[config.mk]
export PLATFORM = sky130hd
export DESIGN_NAME = pwm_timer_ch
export DESIGN_NICKNAME = d
export VERILOG_FILES = /design/src/rtl/tmr_pkg.sv /design/src/rtl/tmr_edge_sync.sv /design/src/rtl/tmr_prescaler.sv /design/src/rtl/tmr_out_level.sv /design/src/rtl/pwm_timer_ch.sv
export SDC_FILE = /design/constraint.sdc
export NUM_CORES = 1
export LEC_CHECK = 0
export CORE_UTILIZATION = 45
export CTS_BUF_LIST = sky130_fd_sc_hd__clkbuf_16
export DETAILED_ROUTE_END_ITERATION = 6
export PLACE_DENSITY_LB_ADDON = 0.05
export SLEW_MARGIN = 20
export SYNTH_ARGS = -nofsm -noshare
export SYNTH_HDL_FRONTEND = slang
export SYNTH_SLANG_ARGS = --single-unit
[constraint.sdc]
create_clock -name clk -period 5.2 [get_ports clk]
set_input_delay 1.04 -clock clk [delete_from_list [all_inputs] [get_ports clk]]
set_output_delay 1.04 -clock clk [all_outputs]
set_load 0.03 [all_outputs]
[src/rtl/tmr_pkg.sv]
`timescale 1ns/1ps
package tmr_pkg;

  typedef enum logic [1:0] {
    SRC_CLK  = 2'd0,
    SRC_RISE = 2'd1,
    SRC_FALL = 2'd2,
    SRC_EVT  = 2'd3
  } src_e;

  typedef enum logic [1:0] {
    LV_LOW  = 2'd0,
    LV_HIGH = 2'd1,
    LV_KEEP = 2'd2,
    LV_FLIP = 2'd3
  } lvl_rule_e;

  // Level after a rule is applied; inversion only allowed for match rules.
  function automatic logic apply_rule(input lvl_rule_e r, input logic cur, input logic flip_ok);
    logic res;
    case (r)
      LV_LOW:  res = 1'b0;
      LV_HIGH: res = 1'b1;
      LV_FLIP: res = flip_ok ? ~cur : cur;
      default: res = cur;
    endcase
    return res;
  endfunction

endpackage

[src/rtl/tmr_edge_sync.sv]
`timescale 1ns/1ps
module tmr_edge_sync #(
  parameter int STAGES = 2
) (
  input  logic clk,
  input  logic rst,
  input  logic din,
  output logic rise,
  output logic fall
);
  logic [STAGES-1:0] sh;
  logic              last;

  always_ff @(posedge clk) begin
    if (rst) begin
      sh   <= '0;
      last <= 1'b0;
    end else begin
      sh   <= {sh[STAGES-2:0], din};
      last <= sh[STAGES-1];
    end
  end

  assign rise = sh[STAGES-1] & ~last;
  assign fall = ~sh[STAGES-1] & last;
endmodule

[src/rtl/tmr_prescaler.sv]
`timescale 1ns/1ps
module tmr_prescaler #(
  parameter int DIV_CODE_W = 4,
  parameter int MAX_CODE   = 10
) (
  input  logic                  clk,
  input  logic                  rst,
  input  logic                  clr,
  input  logic                  src_tick,
  input  logic [DIV_CODE_W-1:0] code,
  output logic                  tick
);
  localparam int PW = (MAX_CODE > 0) ? MAX_CODE : 1;

  logic [PW-1:0]         pcnt;
  logic [DIV_CODE_W-1:0] eff;
  logic [PW:0]           one_sh;
  logic [PW:0]           lim;

  always_comb begin
    eff    = (code > DIV_CODE_W'(MAX_CODE)) ? DIV_CODE_W'(MAX_CODE) : code;
    one_sh = (PW+1)'(1) << eff;
    lim    = one_sh - (PW+1)'(1);
  end

  assign tick = src_tick & ({1'b0, pcnt} >= lim);

  always_ff @(posedge clk) begin
    if (rst || clr) begin
      pcnt <= '0;
    end else if (src_tick) begin
      pcnt <= tick ? '0 : pcnt + PW'(1);
    end
  end
endmodule

[src/rtl/tmr_out_level.sv]
`timescale 1ns/1ps
module tmr_out_level
  import tmr_pkg::*;
(
  input  logic       clk,
  input  logic       rst,
  input  logic       start_ev,
  input  logic       stop_ev,
  input  logic       match_ev,
  input  logic [1:0] rule_start,
  input  logic [1:0] rule_stop,
  input  logic [1:0] rule_match,
  input  logic       pwm_en,
  output logic       pwm_out
);
  logic lvl, lvl_nxt;

  always_comb begin
    if (stop_ev)
      lvl_nxt = apply_rule(lvl_rule_e'(rule_stop), lvl, 1'b0);
    else if (start_ev)
      lvl_nxt = apply_rule(lvl_rule_e'(rule_start), lvl, 1'b0);
    else if (match_ev)
      lvl_nxt = apply_rule(lvl_rule_e'(rule_match), lvl, 1'b1);
    else
      lvl_nxt = lvl;
  end

  always_ff @(posedge clk) begin
    if (rst) begin
      lvl     <= 1'b0;
      pwm_out <= 1'b0;
    end else begin
      lvl     <= lvl_nxt;
      pwm_out <= pwm_en & lvl_nxt;
    end
  end
endmodule

[src/rtl/pwm_timer_ch.sv]
`timescale 1ns/1ps
module pwm_timer_ch
  import tmr_pkg::*;
#(
  parameter int CNT_W       = 16,
  parameter int DIV_CODE_W  = 4,
  parameter int MAX_CODE    = 10,
  parameter int SYNC_STAGES = 2
) (
  input  logic                  clk,
  input  logic                  rst,
  input  logic [1:0]            src_sel,
  input  logic [DIV_CODE_W-1:0] div_code,
  input  logic                  capture_mode,
  input  logic [1:0]            rule_start,
  input  logic [1:0]            rule_stop,
  input  logic [1:0]            rule_match,
  input  logic                  pwm_en,
  input  logic                  start_i,
  input  logic                  stop_i,
  input  logic                  cnt_wr,
  input  logic                  cmp_wr,
  input  logic [CNT_W-1:0]      wdata,
  input  logic [1:0]            flag_clr,
  input  logic [1:0]            irq_en,
  input  logic                  trig_in,
  input  logic                  event_in,
  output logic                  running,
  output logic [CNT_W-1:0]      count,
  output logic [CNT_W-1:0]      compare,
  output logic [1:0]            flags,
  output logic                  irq,
  output logic                  pwm_out
);
  localparam logic [CNT_W-1:0] CNT_MAX = {CNT_W{1'b1}};

  logic trig_rise, trig_fall;
  logic src_tick, cnt_tick;
  logic match_ev, ovf_ev, cap_ev;
  logic [1:0] flag_set, flags_nxt;

  tmr_edge_sync #(.STAGES(SYNC_STAGES)) u_sync (
    .clk  (clk),
    .rst  (rst),
    .din  (trig_in),
    .rise (trig_rise),
    .fall (trig_fall)
  );

  always_comb begin
    case (src_e'(src_sel))
      SRC_CLK:  src_tick = 1'b1;
      SRC_RISE: src_tick = trig_rise;
      SRC_FALL: src_tick = trig_fall;
      default:  src_tick = event_in;
    endcase
  end

  tmr_prescaler #(.DIV_CODE_W(DIV_CODE_W), .MAX_CODE(MAX_CODE)) u_pre (
    .clk      (clk),
    .rst      (rst),
    .clr      (start_i),
    .src_tick (running & src_tick & ~start_i),
    .code     (div_code),
    .tick     (cnt_tick)
  );

  always_ff @(posedge clk) begin
    if (rst)          running <= 1'b0;
    else if (stop_i)  running <= 1'b0;
    else if (start_i) running <= 1'b1;
  end

  assign match_ev = cnt_tick & ~cnt_wr & ~capture_mode & (count == compare);
  assign ovf_ev   = cnt_tick & ~cnt_wr & (count == CNT_MAX) & ~match_ev;
  assign cap_ev   = capture_mode & running & trig_rise & ~cmp_wr;

  always_ff @(posedge clk) begin
    if (rst)           count <= '0;
    else if (cnt_wr)   count <= wdata;
    else if (match_ev) count <= '0;
    else if (cnt_tick) count <= count + CNT_W'(1);
  end

  always_ff @(posedge clk) begin
    if (rst)         compare <= CNT_MAX;
    else if (cmp_wr) compare <= wdata;
    else if (cap_ev) compare <= count;
  end

  assign flag_set  = {ovf_ev, match_ev | cap_ev};
  assign flags_nxt = flag_set | (flags & ~flag_clr);

  always_ff @(posedge clk) begin
    if (rst) begin
      flags <= 2'b00;
      irq   <= 1'b0;
    end else begin
      flags <= flags_nxt;
      irq   <= |(flags_nxt & irq_en);
    end
  end

  tmr_out_level u_lvl (
    .clk        (clk),
    .rst        (rst),
    .start_ev   (start_i),
    .stop_ev    (stop_i),
    .match_ev   (match_ev),
    .rule_start (rule_start),
    .rule_stop  (rule_stop),
    .rule_match (rule_match),
    .pwm_en     (pwm_en),
    .pwm_out    (pwm_out)
  );
endmodule

; ---- Yosys cells after proc, flatten, opt, wreduce, memory -nomap -nowiden
; Index checks and enable logic that the tools add are counted.
[word_totals]
reg_bits = 51
wordCells = 74
output_inout_bits = 37
input_bits = 42
[classes]
shift = 1
n_bitwise = 27
add_sub_neg = 3
magnitude_cmp = 2
n_eq_ne = 8
reduce_logical = 9
mux = 14
[ops]
columns = cell, count
row1 = two-way mux 16 bit, 5
row2 = "adder 16 x 1 -> 16 bit, second input constant", 1
row3 = equality test 16 bit, 1
row4 = "equality test 16 bit, second input constant", 1
row5 = bitwise AND 1 bit, 14
row6 = greater-or-equal comparator 10 x 11 -> 1 bit, 1
row7 = "<< shifter 1 x 4 -> 11 bit, first input constant", 1
row8 = "subtractor 11 x 1 -> 11 bit, second input constant", 1
row9 = "adder 10 x 1 -> 10 bit, second input constant", 1
row10 = two-way mux 10 bit, 1
row11 = "equality test 2 x 1 -> 1 bit, second input constant", 4
row12 = zero test 2 bit, 4
row13 = inverter 1 bit, 8
row14 = case mux 1 bit (3 select lines), 2
row15 = bitwise AND 2 bit, 2
row16 = "equality test 2 bit, second input constant", 2
row17 = "> comparator 4 bit, second input constant", 1
row18 = two-way mux 4 bit, 1
row19 = case mux 1 bit (2 select lines), 2
row20 = OR reduction 2 bit, 2
row21 = two-way mux 1 bit, 3
row22 = nonzero test 3 bit, 1
row23 = inverter 2 bit, 1
row24 = OR 2 bit, 1
row25 = 3 further kinds, 3

; ---- Logic depth before layout (Yosys ltp)
; Gate-level depths: netlist of run 1.
[logic_depth]
ltp_word = 14
depth_mapped = 15
ltp_nobuf = 13

; ---- Cells and area by module
; Synthesis of run 1 repeated with hierarchy kept, for this count alone.
[unflattened]
hier_cells = 351
area_unflattened_um2 = 3248.1
[modules_own_cells]
columns = mod, seq_area_each_um2, cells_each, instances, area_each_um2
row1 = pwm_timer_ch, 720.7, 236, 1, 2224.6
row2 = tmr_prescaler, 200.2, 95, 1, 813.3
row3 = tmr_out_level, 40.0, 12, 1, 118.9
row4 = tmr_edge_sync, 60.1, 8, 1, 91.3

; ---- Worst setup path before layout of run 1
; OpenSTA, ideal clock, no wires.
[synth_timing]
kind = in2reg
from = input div_code[1]
to = register count[13]
setup_time_ns = 0.122
cell_stages = 13
path_slack_ns = 1.226
path_buffers = 1
t_required_ns = 5.078
t_arrival_ns = 3.852
cell_sequence = or2_2 -> or3_1 -> ha_1 -> nor3_1 -> a21o_1 -> a32oi_1 -> ha_1 -> a21oi_1 -> o21ai_1 -> o211ai_4 -> and2_1 -> buf_6 -> a221o_1
[synth_between]
elab_chain_len = 11
word_cells_on_any_way = 12
classes_between = add/sub (1) / order compare (2) / shift (1) / mux (3) / bitwise (4) / reduce/logical (1)
[synth_rtl]
columns = item, line
row1 = "start, declared", pwm_timer_ch.sv:13  ; input logic [DIV_CODE_W-1:0] div_code,
row2 = > comparator 4 bit, tmr_prescaler.sv:21  ; eff = (code > DIV_CODE_W'(MAX_CODE)) ? DIV_CODE_W'(MAX_CODE) : code;
row3 = two-way mux 4 bit *, tmr_prescaler.sv:21
row4 = << shifter 1 x 4 -> 11 bit *, tmr_prescaler.sv:22  ; one_sh = (PW+1)'(1) << eff;
row5 = subtractor 11 x 1 -> 11 bit *, tmr_prescaler.sv:23  ; lim = one_sh - (PW+1)'(1);
row6 = greater-or-equal comparator 10 x 11 -> 1 bit *, tmr_prescaler.sv:26  ; assign tick = src_tick & ({1'b0, pcnt} >= lim);
row7 = bitwise AND 1 bit *, tmr_prescaler.sv:26
row8 = bitwise AND 1 bit (3 in series), pwm_timer_ch.sv:74  ; assign match_ev = cnt_tick & ~cnt_wr & ~capture_mode & (count == compare);
row9 = two-way mux 16 bit, pwm_timer_ch.sv:81  ; else if (match_ev) count <= '0;
row10 = two-way mux 16 bit, pwm_timer_ch.sv:80  ; else if (cnt_wr) count <= wdata;
row11 = "end signal, assigned", pwm_timer_ch.sv:80
row12 = "end signal, assigned", pwm_timer_ch.sv:82  ; else if (cnt_tick) count <= count + CNT_W'(1);
row13 = "end, declared", pwm_timer_ch.sv:29  ; output logic [CNT_W-1:0] count,
; Every way passes the cells marked *; elsewhere a longest branch is shown, timed or not.
; A chain may end at the register's enable or synchronous reset.

; ---- Worst setup path after layout of run 1
[layout_timing]
from = input div_code[0]
to = register count[4]
; The elaborated chain is that of the path after synthesis.

==> flow_metrics.py, run 1 <==
metrics = {
    "run_status": {
        "status": "complete, no violations",
    },
    "layout": {
        "layout.nets": 490,
        "antenna_cells": 0,
        "mostFrequentLayoutCells": "clkdlybuf4s50_1, dfxtp_1, nand2_1, nor2_1",
        "finish.utilization": 0.620,
        "final_common_cell": "clkdlybuf4s50_1",
        "areaGrowthSynthToFinish_pct": 30.2,
        "fillers": 627,
        "drive_gt1_frac": 0.110,
    },
    "grt": {
        "grt_antenna_before_repair": 0,
        "track_usage": 0.221,
        "grt_pass1_wl_um": 13200,
        "grt_pass1_vias": 2679,
        "grt_max_degree": 27,
        "overflow": 0,
    },
    "floorplanning": {
        "io_pins": 79,
        "row_count": 30,
        "dieHeight_um": 87.7,
        "die_w_um": 87.7,
        "die_area_um2": 7700,
        "core_um2": 6940,
        "initial_core_util": 0.476,
    },
    "clock_tree": {
        "post_cts_resized": 0,
        "htree_levels": 2,
        "clk_latency_ns": 0.29,
        "post_cts_buffers": 0,
        "cts_tree": "yes",
        "path_clk_slew_ns": 0.07,
        "root_buffer": "clkbuf_16",
        "numCtsBuffers": 5,
        "cts_hold_buffers": 0,
        "cts_buffer_depth": 2,
        "clock-sinks": 51,
    },
    "setup_path": {
        "endpoint_kind": "flop",
        "crit_top_cell": "ha_1",
        "r2r_start": "u_pre.pcnt[0]",
        "reg2reg_depth": 9,
        "path_max_fanout": 11,
        "worst_ep_arrival_time_ns": 4.65,
        "start_kind": "primary input",
        "slowest_delay_ns": 0.47,
        "crit_chain": "clkdlybuf4s50_1 -> or2_2 -> or3_1 -> ha_1 -> nor3_1 -> a21o_1 -> a32oi_1 -> ha_1 -> a21oi_1 -> o21ai_1 -> o211ai_4 -> and2_1 -> a221o_1",
        "crit_start": "div_code[0]",
        "required_ns": 5.38,
        "crit_path_top_delay_cell": "clkdlybuf4s50_1",
        "critPathKind": "primary input to flop",
    },
    "drt": {
        "remaining_drc_errors": 0,
        "postRouteAntennaNets": 0,
        "wire_per_inst_um": 15.7,
        "drtIter0Drc": 127,
        "drt-vias-per-instance": 5.58,
        "drt_wl_total_um": 8330,
        "dr.pass1.iters": 4,
        "vias": 2970,
    },
    "power_and_ir_drop": {
        "switchingPower_mw": 0.266,
        "leakage_nw": 1.63,
        "p_per_area_nw_per_um2": 231,
        "switching_share": 0.267,
        "seq_power_share": 0.435,
        "pwr-share-comb": 0.194,
        "p_int_mw": 0.729,
        "vdd_drop_max_v": 0.000192,
        "total_power_mw": 0.994,
        "clkPwrFrac": 0.370,
    },
    "sta": {
        "min_period_over_period": 0.861,
        "finalWorstSetupSlack_ns": 0.723,
        "fin_setup_tns_ns": 0,
        "min_period_ns": 4.48,
        "slew_headroom": 0.262,
        "finalHoldViolCount": 0,
        "drv_slew": 0,
        "clock-skew-final_ns": 0.00722,
        "max_slew.worst_pin.slew_ns": 1.10,
        "rsz0062_at_grt": "false",
        "fmax_mhz": 223,
        "setup_viol": 0,
    },
    "synth": {
        "async_flop_share": 0,
        "netlist_area_um2": 3310,
        "synth_cell_types": 60,
        "synth_top_flop_cell": "dfxtp_1",
        "synthCells": 363,
        "synth_edf_count": 0,
        "synth_nets": 418,
        "yosysSeqAreaShare": 0.309,
        "yosys_warnings": 0,
        "synth-seq-cells": 51,
        "avgSynthCellArea_um2": 9.11,
    },
    "place": {
        "place.port_buffers": 78,
        "dpl_worst_slack_ns": 0.423,
        "gp_congestion": 0.885,
        "hpwl_um": 6120,
    },
    "hold_path": {
        "worstHoldStart": "u_sync.sh[0]",
        "hp-class": "flop to flop",
        "hold_depth": 1,
    },
    "job": {
        "maxCapViolCount": 0,
    },
}
-- stage by stage --
| step | cells | hold slack, ns | area, um2 |
|---|---|---|---|
| 2_1_floorplan | 363 | 0.414 | 3310 |
| 3_3_place_gp | 524 | 0.430 | 4150 |
| 3_5_place_dp | 524 | 0.435 | 4150 |
| 4_1_cts | 532 | 0.459 | 4310 |
| 5_1_grt | 532 | 0.483 | 4310 |
| 6_report | 532 | 0.455 | 4310 |
-- power groups by stage --
stage               Clock (mW)  Sequential [mW]  Combinational [mW]
floorplan                    0            0.467              0.0817
global placement             0            0.441               0.192
detailed placement           0            0.442               0.194
CTS                      0.376            0.433               0.195
global route             0.391            0.436               0.207
finish                   0.368            0.433               0.193
-- cell usage after synthesis, types with 6 or more instances --
| cell | number | area share |
|---|---|---|
| o21ai_0 | 8 | 0.012 |
| or3_1 | 7 | 0.013 |
| mux2i_1 | 18 | 0.054 |
| mux2_2 | 15 | 0.051 |
| nand3_1 | 13 | 0.020 |
| clkbuf_1 | 8 | 0.0091 |
| nand2_1 | 41 | 0.047 |
| nand4_1 | 11 | 0.021 |
| xnor2_1 | 18 | 0.048 |
| a2111oi_2 | 10 | 0.045 |
| nand2b_1 | 6 | 0.011 |
| nor3_1 | 8 | 0.012 |
| a211o_1 | 7 | 0.019 |
| nor2_1 | 19 | 0.022 |
| dfxtp_1 | 51 | 0.31 |
| ha_1 | 13 | 0.049 |
| and3_1 | 10 | 0.019 |
| inv_1 | 12 | 0.014 |
| xor2_1 | 10 | 0.026 |
| a21oi_1 | 7 | 0.011 |
-- registers in the layout, indices dropped and copies added (netlist names) --
name           count
flags              2
irq                1
u_lvl.lvl          1
u_sync.sh          2
u_pre.pcnt        10
u_lvl.pwm_out      1
compare           16
running            1
count             16
u_sync.last        1
-- area by class of cell --
| cell class | count | area, um2 | area share |
|---|---|---|---|
| clock buffers | 5 | 125 | 0.0291 |
| clock inverters | 3 | 38.8 | 0.00901 |
| inverters | 12 | 45.0 | 0.0105 |
| multi-input cells | 284 | 2160 | 0.501 |
| flip-flops and latches | 51 | 1020 | 0.237 |
| well taps | 96 | 120 | 0.0279 |
| repair buffers | 81 | 798 | 0.185 |
-- per-layer routing --
layer  wire length (um)  global-route usage
met1               3810               0.279
met2               4160               0.395
met3                281              0.0311
met4                 87              0.0551
met5                  0                   0
-- final timing paths --
path	end	slack (ns)
max	count[4]	0.72
min	u_sync.sh[1]	0.45
max reg2reg	count[14]	2.55
min reg2reg	u_sync.sh[1]	0.45
-- logic make-up after synthesis --
family,count (synthesis),synth area share
AND/OR/NAND/NOR,145,0.238
flip-flops,51,0.309
AO/OA/AOI/OAI,65,0.185
XOR/XNOR,28,0.0742
adder cells (fa/ha/maj),13,0.0492
buffers and inverters,28,0.0390
multiplexers,33,0.106
-- worst max-delay path: cells and delay by family --
| family | cells | cell delay [ns] |
|---|---|---|
| and+or+nand+nor | 4 | 1.25 |
| AOI/OAI and AO/OA | 6 | 1.28 |
| buffers and inverters | 1 | 0.47 |
| adders and majority gates | 2 | 0.63 |
(Power assumes the default switching activity.)
==> run 2: changes to the inputs <==
--- a/config.mk
+++ b/config.mk
@@ -8,6 +8,7 @@
 export CORE_UTILIZATION = 45
 export CTS_BUF_LIST = sky130_fd_sc_hd__clkbuf_16
 export DETAILED_ROUTE_END_ITERATION = 6
+export GPL_ROUTABILITY_DRIVEN = 0
 export PLACE_DENSITY_LB_ADDON = 0.05
 export SLEW_MARGIN = 20
 export SYNTH_ARGS = -nofsm -noshare
==> results of run 2 <==
No change in the layout: final DEF, timing and power equal those of run 1.
==> run 3: changes to the inputs <==
--- a/config.mk
+++ b/config.mk
@@ -5,6 +5,7 @@
 export SDC_FILE = /design/constraint.sdc
 export NUM_CORES = 1
 export LEC_CHECK = 0
+export CORE_ASPECT_RATIO = 2
 export CORE_UTILIZATION = 45
 export CTS_BUF_LIST = sky130_fd_sc_hd__clkbuf_16
 export DETAILED_ROUTE_END_ITERATION = 6
==> flow_metrics.py, run 3 (synthesized netlist as in run 1, its figures left out) <==
metrics = {
    "sta": {
        "fin_setup_tns_ns": 0,
        "max_slew.worst_pin.slew_ns": 1.09,
        "min_period_ns": 4.72,
        "slew_headroom": 0.270,
        "finalHoldViolCount": 0,
        "clock-skew-final_ns": 0.00708,
        "drv_slew": 0,
        "setup_viol": 0,
        "rsz0062_at_grt": "false",
        "min_period_over_period": 0.907,
        "fmax_mhz": 212,
    },
    "floorplanning": {
        "die_w_um": 62.6,
        "row_count": 43,
        "core_um2": 6990,
        "io_pins": 79,
        "die_area_um2": 7720,
        "dieHeight_um": 123,
        "initial_core_util": 0.473,
    },
    "power_and_ir_drop": {
        "leakage_nw": 1.63,
        "p_per_area_nw_per_um2": 223,
        "vdd_drop_max_v": 0.000187,
        "total_power_mw": 0.960,
    },
    "run_status": {
        "status": "complete, no violations",
    },
    "clock_tree": {
        "htree_levels": 2,
        "path_clk_slew_ns": 0.07,
        "clk_latency_ns": 0.29,
        "root_buffer": "clkbuf_16",
        "post_cts_buffers": 0,
        "clock-sinks": 51,
        "cts_buffer_depth": 2,
        "numCtsBuffers": 5,
        "cts_tree": "yes",
        "post_cts_resized": 0,
        "cts_hold_buffers": 0,
    },
    "drt": {
        "postRouteAntennaNets": 0,
        "drt_wl_total_um": 9240,
        "vias": 3007,
        "wl_met2_um": 5420,
        "dr_wl_met3_um": 255,
        "dr.pass1.iters": 4,
        "wl_met1_um": 3200,
        "dr.max_layer_used": "met4",
        "drtIter0Drc": 121,
        "remaining_drc_errors": 0,
        "drt-vias-per-instance": 5.70,
        "wire_per_inst_um": 17.5,
    },
    "layout": {
        "mostFrequentLayoutCells": "clkdlybuf4s50_1, dfxtp_1, nand2_1, nor2_1",
        "antenna_cells": 0,
        "areaGrowthSynthToFinish_pct": 30.0,
        "largestRegisters": "compare x16, count x16, u_pre.pcnt x10",
        "layout.nets": 492,
        "final_common_cell": "clkdlybuf4s50_1",
        "drive_gt1_frac": 0.112,
    },
    "grt": {
        "grt_max_degree": 20,
        "track_usage": 0.251,
        "overflow": 0,
        "grt_pass1_wl_um": 14800,
        "grt_antenna_before_repair": 0,
        "grt_pass1_vias": 3001,
    },
    "hold_path": {
        "hp-class": "flop to flop",
    },
    "setup_path": {
        "required_ns": 5.41,
        "slowest_delay_ns": 0.55,
        "path_max_fanout": 18,
        "crit_path_top_delay_cell": "clkdlybuf4s50_1",
        "start_kind": "primary input",
        "worst_ep_arrival_time_ns": 4.93,
        "endpoint_kind": "flop",
        "critPathKind": "primary input to flop",
        "crit_chain": "clkdlybuf4s50_1 -> or2_2 -> or3_1 -> ha_1 -> nor3_1 -> a21o_1 -> a32oi_1 -> ha_1 -> a21oi_1 -> o21ai_1 -> o2111ai_4 -> or3_1 -> a31oi_1",
    },
    "place": {
        "hpwl_um": 7080,
        "place.port_buffers": 78,
    },
    "job": {
        "maxCapViolCount": 0,
    },
}
-- run 3: cell types whose count changed in the layout (fill, tap and decap cells not counted), sizes merged --
| cell | delta |
|---|---|
| buf | +1 |
| bufinv | -1 |
| clkdlybuf4s50 | +1 |
| clkinv | -2 |
| clkinvlp | +1 |
| inv | +2 |
-- run 3: critical path: cells and delay by family --
family | cells | cell delay [ns]
compound gates | 6 | 1.25
buf+inv | 1 | 0.55
simple gates | 4 | 1.45
fa+ha+maj | 2 | 0.63
-- run 3: stage by stage --
stage                     hold slack [ns]  cells  worst slack, ns  utilization  instance area (um2)
after floorplan                     0.414    363             1.23            -                 3310
after detailed placement            0.452    520            0.197        0.594                 4150
final                               0.471    528            0.484        0.615                 4300
after global routing                0.490    528            0.306        0.615                 4300
after CTS                           0.470    528            0.505        0.615                 4300
after global placement              0.419    520            0.345        0.594                 4150
-- run 3: area by class of cell --
| type | instances | area [um2] |
|---|---|---|
| fillers | 655 | 2700 |
| repair buffers | 83 | 818 |
| multi-input cells | 284 | 2160 |
| inverters | 12 | 45.0 |
| well taps | 90 | 113 |
| clock buffers | 5 | 125 |
| flip-flops and latches | 51 | 1020 |
| clock inverters | 3 | 20.0 |
-- run 3: final timing paths --
| path | start | endpoint | slack (ns) | cells past startpoint |
|---|---|---|---|---|
| max | div_code[1] | u_lvl.pwm_out | 0.48 | 13 |
| min | u_sync.sh[0] | u_sync.sh[1] | 0.47 | 1 |
| max reg2reg | u_pre.pcnt[0] | count[4] | 2.56 | 8 |
| min reg2reg | u_sync.sh[0] | u_sync.sh[1] | 0.47 | 1 |
-- run 3: where the power goes --
part | internal, mW | switching, mW | total, mW | leakage (nW)
sequential | 0.408 | 0.0251 | 0.433 | 0.419
clock | 0.179 | 0.152 | 0.330 | 0.0716
combinational | 0.0971 | 0.0989 | 0.196 | 1.14
total | 0.684 | 0.276 | 0.960 | 1.63
-- run 3: per-layer routing --
| layer | global-route usage | vias to the layer above |
|---|---|---|
| li1 | - | 1480 |
| met1 | 0.243 | 1442 |
| met2 | 0.499 | 65 |
| met3 | 0.0341 | 20 |
| met4 | 0.138 | 0 |
| met5 | 0 | - |
